## config.mk

```make
export PLATFORM = sky130hd
export DESIGN_NAME = dma_trig_gen
export DESIGN_NICKNAME = d
export VERILOG_FILES = /design/src/rtl/dtg_pkg.sv /design/src/rtl/dtg_cfg_regs.sv /design/src/rtl/dtg_trig_detect.sv /design/src/rtl/dtg_burst_ctrl.sv /design/src/rtl/dma_trig_gen.sv
export SDC_FILE = /design/constraint.sdc
export NUM_CORES = 1
export LEC_CHECK = 0
export ABC_CLOCK_PERIOD_IN_PS = 2500
export CORE_MARGIN = 2
export CORE_UTILIZATION = 36
export DETAILED_ROUTE_END_ITERATION = 10
export GPL_TIMING_DRIVEN = 0
export PLACE_DENSITY = 0.57
export SYNTH_ARGS = -nofsm -noshare
export SYNTH_HDL_FRONTEND = slang
export SYNTH_HIERARCHICAL = 1
export SYNTH_SLANG_ARGS = --single-unit
```

## constraint.sdc

```tcl
create_clock -name clk -period 2.5 [get_ports clk]
set_clock_uncertainty 0.2 [all_clocks]
set_input_delay 0.5 -clock clk [delete_from_list [all_inputs] [get_ports clk]]
set_output_delay 0.5 -clock clk [all_outputs]
set_load 0.05 [all_outputs]
```

## src/rtl/dtg_pkg.sv

```systemverilog
package dtg_pkg;
    localparam int SEL_W    = 5;
    localparam int CNT_W    = 5;
    localparam int NUM_TRIG = 1 << SEL_W;

    localparam int SEL_LSB  = 0;
    localparam int MODE_LSB = SEL_LSB + SEL_W;
    localparam int EN_BIT   = MODE_LSB + 2;
    localparam int OIE_BIT  = EN_BIT + 1;
    localparam int CNT_LSB  = OIE_BIT + 1;
    localparam int WR_W     = CNT_LSB + CNT_W;
    localparam int CLR_BIT  = 0;

    typedef enum logic [1:0] {
        EDGE_NONE = 2'b00,
        EDGE_RISE = 2'b01,
        EDGE_FALL = 2'b10,
        EDGE_BOTH = 2'b11
    } edge_mode_e;

    typedef struct packed {
        logic [CNT_W-1:0] cnt;
        logic             oie;
        logic             en;
        edge_mode_e       mode;
        logic [SEL_W-1:0] sel;
    } cfg_t;
endpackage

```

## src/rtl/dtg_cfg_regs.sv

```systemverilog
module dtg_cfg_regs
    import dtg_pkg::*;
(
    input  logic            clk,
    input  logic            rst_n,
    input  logic            wr_en,
    input  logic            wr_sel,
    input  logic [WR_W-1:0] wr_data,
    output cfg_t            cfg,
    output logic            clr_pulse
);
    cfg_t cfg_d, cfg_q;

    always_comb begin
        cfg_d = cfg_q;
        if (wr_en && !wr_sel) begin
            cfg_d.sel  = wr_data[SEL_LSB +: SEL_W];
            cfg_d.mode = edge_mode_e'(wr_data[MODE_LSB +: 2]);
            cfg_d.en   = wr_data[EN_BIT];
            cfg_d.oie  = wr_data[OIE_BIT];
            // burst length is frozen while the channel runs
            if (!cfg_q.en) begin
                cfg_d.cnt = wr_data[CNT_LSB +: CNT_W];
            end
        end
    end

    always_ff @(posedge clk or negedge rst_n) begin
        if (!rst_n) cfg_q <= '0;
        else        cfg_q <= cfg_d;
    end

    assign cfg       = cfg_q;
    assign clr_pulse = wr_en && wr_sel && wr_data[CLR_BIT];
endmodule

```

## src/rtl/dtg_trig_detect.sv

```systemverilog
module dtg_trig_detect
    import dtg_pkg::*;
#(
    parameter int SYNC_STAGES = 2
) (
    input  logic                clk,
    input  logic                rst_n,
    input  logic [NUM_TRIG-1:0] trig_in,
    input  logic [SEL_W-1:0]    sel,
    input  edge_mode_e          mode,
    input  logic                en,
    output logic                evt
);
    typedef struct packed {
        logic [SYNC_STAGES-1:0][NUM_TRIG-1:0] sync;
        logic                                 prev;
    } det_t;

    det_t st_d, st_q;
    logic cur, rise, fall;

    always_comb begin
        st_d         = st_q;
        st_d.sync[0] = trig_in;
        for (int i = 1; i < SYNC_STAGES; i++) begin
            st_d.sync[i] = st_q.sync[i-1];
        end
        cur       = st_q.sync[SYNC_STAGES-1][sel];
        st_d.prev = cur;
        rise      = cur && !st_q.prev;
        fall      = !cur && st_q.prev;
        evt       = en && ((mode[0] && rise) || (mode[1] && fall));
    end

    always_ff @(posedge clk or negedge rst_n) begin
        if (!rst_n) st_q <= '0;
        else        st_q <= st_d;
    end
endmodule

```

## src/rtl/dtg_burst_ctrl.sv

```systemverilog
module dtg_burst_ctrl
    import dtg_pkg::*;
(
    input  logic             clk,
    input  logic             rst_n,
    input  logic             en,
    input  logic             oie,
    input  logic [CNT_W-1:0] cnt_cfg,
    input  logic             evt,
    input  logic             clr,
    input  logic             dma_ack,
    output logic             dma_req,
    output logic             irq,
    output logic             busy,
    output logic [CNT_W-1:0] rem,
    output logic             ovr
);
    typedef struct packed {
        logic             busy;
        logic [CNT_W-1:0] rem;
        logic             ovr;
    } burst_t;

    burst_t st_d, st_q;

    always_comb begin
        st_d = st_q;
        if (!en) begin
            st_d.busy = 1'b0;
        end else if (st_q.busy && dma_ack) begin
            if (st_q.rem == '0) st_d.busy = 1'b0;
            else                st_d.rem  = st_q.rem - 1'b1;
        end
        if (clr) st_d.ovr = 1'b0;
        if (evt) begin
            if (st_q.busy) begin
                st_d.ovr = 1'b1;          // set beats a same-cycle clear
            end else begin
                st_d.busy = 1'b1;
                st_d.rem  = cnt_cfg;
            end
        end
    end

    always_ff @(posedge clk or negedge rst_n) begin
        if (!rst_n) st_q <= '0;
        else        st_q <= st_d;
    end

    assign dma_req = st_q.busy && en;
    assign irq     = st_q.ovr && oie;
    assign busy    = st_q.busy;
    assign rem     = st_q.rem;
    assign ovr     = st_q.ovr;
endmodule

```

## src/rtl/dma_trig_gen.sv

```systemverilog
module dma_trig_gen
    import dtg_pkg::*;
#(
    parameter int SYNC_STAGES = 2
) (
    input  logic                clk,
    input  logic                rst_n,
    input  logic                wr_en,
    input  logic                wr_sel,
    input  logic [WR_W-1:0]     wr_data,
    input  logic [NUM_TRIG-1:0] trig_in,
    output logic                dma_req,
    input  logic                dma_ack,
    output logic                irq
);
    cfg_t             cfg;
    logic             flag_clr;
    logic             trig_evt;
    logic             busy;
    logic [CNT_W-1:0] rem;
    logic             ovr_flag;

    dtg_cfg_regs u_cfg (
        .clk       (clk),
        .rst_n     (rst_n),
        .wr_en     (wr_en),
        .wr_sel    (wr_sel),
        .wr_data   (wr_data),
        .cfg       (cfg),
        .clr_pulse (flag_clr)
    );

    dtg_trig_detect #(.SYNC_STAGES(SYNC_STAGES)) u_det (
        .clk     (clk),
        .rst_n   (rst_n),
        .trig_in (trig_in),
        .sel     (cfg.sel),
        .mode    (cfg.mode),
        .en      (cfg.en),
        .evt     (trig_evt)
    );

    dtg_burst_ctrl u_burst (
        .clk     (clk),
        .rst_n   (rst_n),
        .en      (cfg.en),
        .oie     (cfg.oie),
        .cnt_cfg (cfg.cnt),
        .evt     (trig_evt),
        .clr     (flag_clr),
        .dma_ack (dma_ack),
        .dma_req (dma_req),
        .irq     (irq),
        .busy    (busy),
        .rem     (rem),
        .ovr     (ovr_flag)
    );
endmodule

```

Word-level counts from Yosys, hierarchy flattened. Cells that the tools add are included.

Register bits after elaboration: 86. Bits in latches: 0. Memory bits (writable): 0. Bits in read-only memories: 0. Input port bits: 51. Output and inout port bits: 2. Word-level logic and storage cells: 42. Memories kept: 0.

Add/subtract/negate cells: 1. $mul: 0. Div/mod/pow operators: 0. Magnitude comparators: 1. Eq/ne operators: 0. Shifts and indexed selects: 0. Multiplexer cells: 11. Bitwise operators: 1. Reductions and logical operators: 17.

Operators by type and width (count): $mux W6 (2); $logic_and A1 B1 Y1 (11); $mux W5 (2); $mux W7 (1); $lt A5 B6 Y1 const B (1); $bmux W1 S5 (1); $logic_not A5 Y1 (1); $mux W1 (5); $sub A5 B1 Y5 const B (1); $logic_not A1 Y1 (3); $reduce_and A2 Y1 (1); $logic_or A1 B1 Y1 (1); $not A1 Y1 (1).

Logic depth before layout (Yosys ltp). Gate-level depths: netlist (run 1).

Word-level depth: 8. Gate-level depth with buffers: 11. Depth with buffers taken out: 9.

Hierarchy. The synthesis (run 1) kept the hierarchy.

By module, submodules not included: dtg_trig_detect (times used 1, cells an instance 110, area each 1966.9 sq um, sequential area each 1626.6 sq um); dtg_cfg_regs (times used 1, cells an instance 32, area each 550.5 sq um, sequential area each 350.3 sq um); dtg_burst_ctrl (times used 1, cells an instance 44, area each 412.9 sq um, sequential area each 175.2 sq um).

Worst setup path after synthesis (run 1). Ideal clock, no wire load.

Path type: register -> register. From: register u_cfg.cfg_q, in the netlist u_cfg/cfg[0]. To: register u_burst.st_q, in the netlist u_burst/rem[4]. Setup time: 0.129 ns. Arrival time: 1.854 ns. Required time: 2.171 ns. Path slack: 0.317 ns. Cell stages (with the launch flop): 12. Buffers on the path: 2. Period minus slack after synthesis: 2.183 ns. Path through: dfrtp_1 > buf_6 > buf_6 > mux2i_1 > a22oi_1 > nand3_1 > nand2_1 > a311o_1 > mux2i_1 > nand2b_1 > o311ai_0 > nand2_1.

RTL lines: start: declaration (RTL line dtg_cfg_regs.sv:12) `cfg_t cfg_d, cfg_q;`; start signal: assignment (RTL line dtg_cfg_regs.sv:30) `else cfg_q <= cfg_d;`; end signal: assignment (RTL line dtg_burst_ctrl.sv:47) `else st_q <= st_d;`; end: declaration (RTL line dtg_burst_ctrl.sv:24) `burst_t st_d, st_q;`.

==> impl_results.md, run 1 <==
* Status: completed
* Startpoint types: flip-flop
* Synthesized area at 0.00293 mm²
* CTS root buffer: clkbuf_8
* DIE AREA at 0.00888 mm²
* Chip width at 94.2 µm
* FP Rows at 32
* Max-Cap Viols at 0
* Storage cell area at 0.00215 mm²
* Final Max Slew Viols at 0
* Ports at 53
* Antenna Nets Post-Route at 0
* Total global-route track usage at 0.122
* Ant diodes at 0
* Clk_lat worst skew at 350 ps
* Worst Path Required at 2530 ps
* GR Overflow Total at 0
* Worst-path clk slew at 90 ps
* Final-layout fill cell count at 678
* Final Hold Vio Count at 0
* Setup Crit Path Kind: flip-flop to flip-flop
* Final Util at 0.503
* Placed instance area at 0.00360 mm²
* Syn-to-layout area delta at 34.1%
* Crit. End Element: flip-flop
* Rel. slew slack at 0.656
* Leak at 1.70 nW
* HP Class: flip-flop to flip-flop
* DR DRC count at 0
* Average size of a mapped cell at 15.8 µm²
* Hold WS at 146 ps
* Non-filler instance count after layout at 364
* Nets at 309
* RSZ-0062 raised after global routing: yes
* PwrDens at 838 mW/mm²
* # setup viols final at 0
* Routability cong. at 0.799
* Fin area at 0.00393 mm²
* CTS Buf Count at 9
* Syn Nets at 238
* Pin count of the biggest net entering global routing at 45
* Slew @ Worst Pin at 517 ps
* DR vias at 1656
* Initial antenna violation count at 0
* PnR Total Power at 3.29 mW
* Number of synthesis warnings at 6
* Yosys cell types at 33
* Port Buffers at 52
* Register area share after synthesis at 0.734
* Core area at 0.00781 mm²
* TritonCTS clock tree: yes
* Initial Util at 0.375
* Global-route wire length before repair at 7.87 mm
* Vias per inst at 4.55
* Post-Syn Instances at 186
* Synth Register Bits at 86
* Vias in the first global route at 1585
* CP max FO at 8
* Achievable clock frequency at 412 MHz
* Placed Instances at 341
* H-tree levels at 3
* Area of the multi-input gates at 772 µm²
* Total clock sinks at 86
* First DRT Iteration DRCs at 52
* Arr. time, crit path at 2460 ps
* Router iterations before antenna repair at 4
* Tmin final at 2430 ps
* HPWL after DPL at 3.21 mm
* Routed len/inst at 13.1 µm
* Final period util at 0.972
* Clock Path Buffers at 2
* Share of layout cells above drive strength 1 at 0.221
* Die Span Y at 94.2 µm
* Total Wirelength at 4.76 mm
* Reg2Reg Setup Slack at 70 ps
* Maximum vdd drop at 0.398 mV
-- Yosys cell counts, drive strengths merged --
cell,number,area share
dfrtp,86,0.73
mux2i,17,0.058
mux2,14,0.054
nand2,12,0.015
a21oi,6,0.010
a22oi,4,0.010
and2,4,0.0094
nand3,4,0.0085
nor2,4,0.0051
buf,3,0.012
inv,3,0.0038
nand2b,3,0.0064
nor2b,3,0.0064
o21ai,3,0.0051
a31oi,2,0.0043
nor4,2,0.0043
or3,2,0.0043
a211o,1,0.0030
a211oi,1,0.0026
a21o,1,0.0026
a311o,1,0.0034
and2b,1,0.0030
and3,1,0.0021
ha,1,0.0043
nand3b,1,0.0026
nand4,1,0.0021
nand4b,1,0.0030
nor3b,1,0.0064
nor4b,1,0.0081
o211ai,1,0.0026
o311ai,1,0.0030
-- worst paths after layout --
path / to / cells past startpoint / from
worst max-delay path: u_burst/rem[4]$_DFF_PN0_ / 10 / u_cfg/cfg[0]$_DFFE_PN0P_
worst min-delay path: u_det/st_q[58]$_DFF_PN0_ / 0 / u_det/st_d[58]$_DFF_PN0_
worst max register to register: u_burst/rem[4]$_DFF_PN0_ / 10 / u_cfg/cfg[0]$_DFFE_PN0P_
worst min register to register: u_det/st_q[58]$_DFF_PN0_ / 0 / u_det/st_d[58]$_DFF_PN0_
max in group asynchronous: u_det/st_q[52]$_DFF_PN0_ / 3 / rst_n
min in group asynchronous: u_det/st_d[37]$_DFF_PN0_ / 2 / rst_n
-- critical path, cell delays in order (launching register included) --
cell and delay (ps):
dfrtp_1 390, buf_6 140, buf_12 140, buf_6 120, mux2i_1 170, a21oi_1 90
a311o_1 410, mux2i_2 260, nand2b_2 160, o311ai_0 130, nand2_1 90
-- placed cells by master (no fill, tap or decap), types with 2 or more instances in the layout --
cell,synthesis,routed
nor4_1,2,2
inv_1,3,3
and2_1,2,2
mux2_2,14,14
nand3_2,1,3
nor2b_1,3,2
dfrtp_1,86,86
a22oi_1,4,4
nand2b_1,3,2
mux2i_2,0,3
nor2_1,4,4
buf_6,3,3
a21oi_1,6,4
o21ai_0,3,3
buf_12,0,2
bufinv_16,0,2
a31oi_1,2,2
nand2_1,12,10
nand2_2,0,2
clkbuf_8,0,9
buf_4,0,6
a21oi_2,0,2
inv_8,0,2
clkdlybuf4s50_1,0,50
and2_2,2,2
or3_1,2,2
mux2i_1,17,14
-- registers in the layout, summed over array words and instances (netlist names) --
signal / count
u_burst/busy: 1
u_cfg/cfg: 14
u_burst/rem: 5
u_det/st_d: 32
u_det/st_q: 33
u_burst/ovr: 1
-- kinds of logic (layout without fill, tap and decap cells) --
group | after synthesis | in the layout | share of synthesized area
simple gates | 41 | 41 | 0.0871
buf+inv | 6 | 82 | 0.0154
flops | 86 | 86 | 0.734
fa+ha+maj | 1 | 1 | 0.00427
mux | 31 | 31 | 0.112
compound gates | 21 | 21 | 0.0470
-- timing repair --
item,in CTS,in global routing
pin swaps,0,5
buffers inserted,0,6
resized for setup,4,11
hold buffers,1,0
endpoints found under the setup margin,3,5
hold endpoints to repair,42,0
-- per-stage QoR --
stage,TNS (ps),worst slack (ps)
floorplan,0,317
global placement,-190810,-2220
detailed placement,-29.6,-29.6
CTS,0,4.35
global route,-94.8,-45.6
finish,0,71.0
-- per-layer routing --
layer | routed length (µm) | share of wire | vias to the layer above | track usage
met2 | 2250 | 0.47 | 51 | 0.183
met1 | 2100 | 0.44 | 800 | 0.157
met3 | 305 | 0.064 | 11 | 0.0425
li1 | - | - | 794 | -
met4 | 109 | 0.023 | 0 | 0.0616
met5 | 0 | 0 | - | 0
-- cell type report --
type	instances	area share
Clock buffer	9	0.0315
Tap cell	102	0.0325
Buffer	3	0.0108
Sequential cell	86	0.548
Clock inverter	7	0.0267
Inverter	3	0.00287
Multi-Input combinational cell	94	0.196
Timing Repair Buffer	60	0.152
-- report_power, final --
part,switching [mW],internal [mW]
Clock,0.506,0.580
Combinational,0.240,0.298
Sequential,0.126,1.55
Note: power is estimated with default switching activity, not from simulation.
==> run 2, diff against run 1 <==
--- a/config.mk
+++ b/config.mk
@@ -10,7 +10,7 @@
 export CORE_UTILIZATION = 36
 export DETAILED_ROUTE_END_ITERATION = 10
 export GPL_TIMING_DRIVEN = 0
-export PLACE_DENSITY = 0.57
+export PLACE_DENSITY = 0.6
 export SYNTH_ARGS = -nofsm -noshare
 export SYNTH_HDL_FRONTEND = slang
 export SYNTH_HIERARCHICAL = 1
==> impl_results.md, run 2 (synthesis results as in run 1) <==
* Clock Path Buffers at 2 (unchanged)
* Slew @ Worst Pin at 493 ps (-23.2 ps)
* CP cell instances: buf_6 > buf_12 > mux2i_2 > nand2_1 > nand3_1 > nand2_1 > a311o_1 > mux2i_2 > nand2b_2 > o311ai_0 > nand2_1
* DR DRC count at 0 (unchanged)
* Final period util at 0.979 (+0.00777)
* Clk_lat worst skew at 350 ps (about the same)
* Slowest CP cell: dfrtp_1
* Worst reg2reg startpoint: u_cfg/cfg[0]$_DFFE_PN0P_
* Nets at 310 (+0.32%)
* Critical R2R Capture: u_burst/rem[4]$_DFF_PN0_
* Min-delay src: u_det/st_d[62]$_DFF_PN0_
* Cells on Worst Hold Path at 0 (unchanged)
* Share of layout cells above drive strength 1 at 0.194 (-0.0275)
* Arr. time, crit path at 2480 ps (+20 ps)
* Final Max Slew Viols at 0 (unchanged)
* R2R depth at 11 (+1)
* Initial Util at 0.375 (unchanged)
* Core area at 0.00781 mm² (unchanged)
* Port Buffers at 52 (unchanged)
* Ant diodes at 0 (unchanged)
* Total clock sinks at 86 (unchanged)
* Tmin final at 2450 ps (+19.4 ps)
* Antenna Nets Post-Route at 0 (unchanged)
* Final Util at 0.499 (-0.00481)
* CP bufs+invs at 2 (-1)
* Crit. End Element: flip-flop
* Global-route wire length before repair at 7.49 mm (-4.8%)
* CTS Buf Count at 9 (unchanged)
* Number of flip-flops in the largest register at 33 (unchanged)
* HP Class: flip-flop to flip-flop
* HPWL after DPL at 3.11 mm (-3.0%)
* Total Wirelength at 4.67 mm (-2.0%)
* Startpoint types: flip-flop
* Syn-to-layout area delta at 32.8%
* Worst hold path endpoint: u_det/st_q[62]$_DFF_PN0_
* Setup Crit Path Kind: flip-flop to flip-flop
* Router iterations before antenna repair at 4 (unchanged)
* CP dominant cell by count: nand2_1
* Leak at 1.68 nW (-0.90%)
* Rel. slew slack at 0.670 (+0.0144)
* Reg2Reg Setup Slack at 50 ps (-20 ps)
* DR vias at 1636 (-1.2%)
* Routability cong. at 0.824 (+3.1%)
* Placed Instances at 341 (unchanged)
* # setup viols final at 0 (unchanged)
* CP max FO at 8 (unchanged)
* PnR Total Power at 3.09 mW (-6.2%)
* Max stage delay on crit path at 370 ps (-40 ps)
* First DRT Iteration DRCs at 54 (+3.8%)
* Worst Path Required at 2530 ps (about the same)
* TritonCTS clock tree: yes
* CTS root buffer: clkbuf_8
* RSZ-0062 raised after global routing: yes
* Family with the most delay on the worst path: compound AO/OA/AOI/OAI gates
* Worst-path clk slew at 80 ps (about the same)
* Final Hold Vio Count at 0 (unchanged)
* FP Rows at 32 (unchanged)
* H-tree levels at 3 (unchanged)
* Chip width at 94.2 µm (unchanged)
* Status: completed
* Maximum vdd drop at 0.404 mV (+1.4%)
* Non-filler instance count after layout at 365 (+0.27%)
* Ports at 53 (unchanged)
* DIE AREA at 0.00888 mm² (unchanged)
* Vias per inst at 4.48 (-1.5%)
* Die Span Y at 94.2 µm (unchanged)
* PwrDens at 794 mW/mm² (-5.3%)
* Most common cell after layout, fill and taps aside: dfrtp_1
* Largest reg by FF count: u_det/st_q
* Hold WS at 152 ps (+6.33 ps)
* Pin count of the biggest net entering global routing at 49 (+8.9%)
* Most frequent cells in the layout: dfrtp_1, clkdlybuf4s50_1, mux2i_1
* Initial antenna violation count at 0 (unchanged)
* Placed instance area at 0.00360 mm² (+0.21%)
* Routed len/inst at 12.8 µm (-2.2%)
* Max-Cap Viols at 0 (unchanged)
* Fin area at 0.00389 mm² (-0.96%)
* GR Overflow Total at 0 (unchanged)
* Achievable clock frequency at 408 MHz (-0.79%)
* Total global-route track usage at 0.116 (-0.00603)
* Vias in the first global route at 1584 (-0.063%)
run 2: changes by cell type in the layout (fill, tap and decap cells not counted), sizes merged:
cell | previous run | this run
bufinv | 2 | 0
clkbuf | 9 | 11
clkinvlp | 0 | 2
clkinv | 2 | 1
run 2: worst max-delay path by stage:
| stage | to | depth (start not counted) | slack [ps] | from |
|---|---|---|---|---|
| after floorplan | u_burst/rem[4]$_DFF_PN0_ | 11 | 320 | u_cfg/cfg[0]$_DFFE_PN0P_ |
| after global placement | u_det/st_d[60]$_DFF_PN0_ | 1 | -2200 | rst_n |
| after detailed placement | u_burst/rem[4]$_DFF_PN0_ | 11 | -40 | u_cfg/cfg[0]$_DFFE_PN0P_ |
| after CTS | u_burst/rem[4]$_DFF_PN0_ | 11 | 2 | u_cfg/cfg[0]$_DFFE_PN0P_ |
| after global routing | u_burst/rem[4]$_DFF_PN0_ | 11 | -80 | u_cfg/cfg[0]$_DFFE_PN0P_ |
| final | u_burst/rem[4]$_DFF_PN0_ | 11 | 50 | u_cfg/cfg[0]$_DFFE_PN0P_ |
run 2: routing by layer:
| metal | wire, µm | vias to the layer above | global-route usage |
|---|---|---|---|
| li1 | - | 792 | - |
| met1 | 2150 | 786 | 0.146 |
| met2 | 2190 | 48 | 0.176 |
| met3 | 228 | 10 | 0.0361 |
| met4 | 108 | 0 | 0.0688 |
| met5 | 0 | - | 0 |
run 2: timing repair:
| action | CTS | global route |
|---|---|---|
| hold buffers | 1 | 0 |
| gates cloned | 0 | 1 |
| buffers inserted | 0 | 6 |
| endpoints found under the setup margin | 6 | 5 |
| endpoints found under the hold margin | 38 | 0 |
| gates resized for setup | 5 | 2 |
| pin swaps | 0 | 3 |
run 2: stage by stage:
step	TNS, ps	worst slack, ps
final	0	51.5
after floorplan	0	317
after global routing	-234	-83.9
after global placement	-188830	-2200
after CTS	0	1.70
after detailed placement	-44.6	-41.2
run 2: power by group:
part / switching, mW / leakage (nW) / internal [mW] / total [mW]
sequential: 0.116 / 1.01 / 1.55 / 1.66
combinational: 0.231 / 0.587 / 0.300 / 0.530
clock: 0.499 / 0.0899 / 0.400 / 0.899
run 2: layout make-up:
| cell class | instances | area, µm² |
|---|---|---|
| Clock inverter | 6 | 50.0 |
| Inverter | 3 | 11.3 |
| Sequential cell | 86 | 2150 |
| Buffer | 3 | 42.5 |
| Tap cell | 102 | 128 |
| Fill cell | 702 | 3920 |
| Timing Repair Buffer | 61 | 628 |
| Clock buffer | 10 | 138 |
| Multi-Input combinational cell | 94 | 743 |
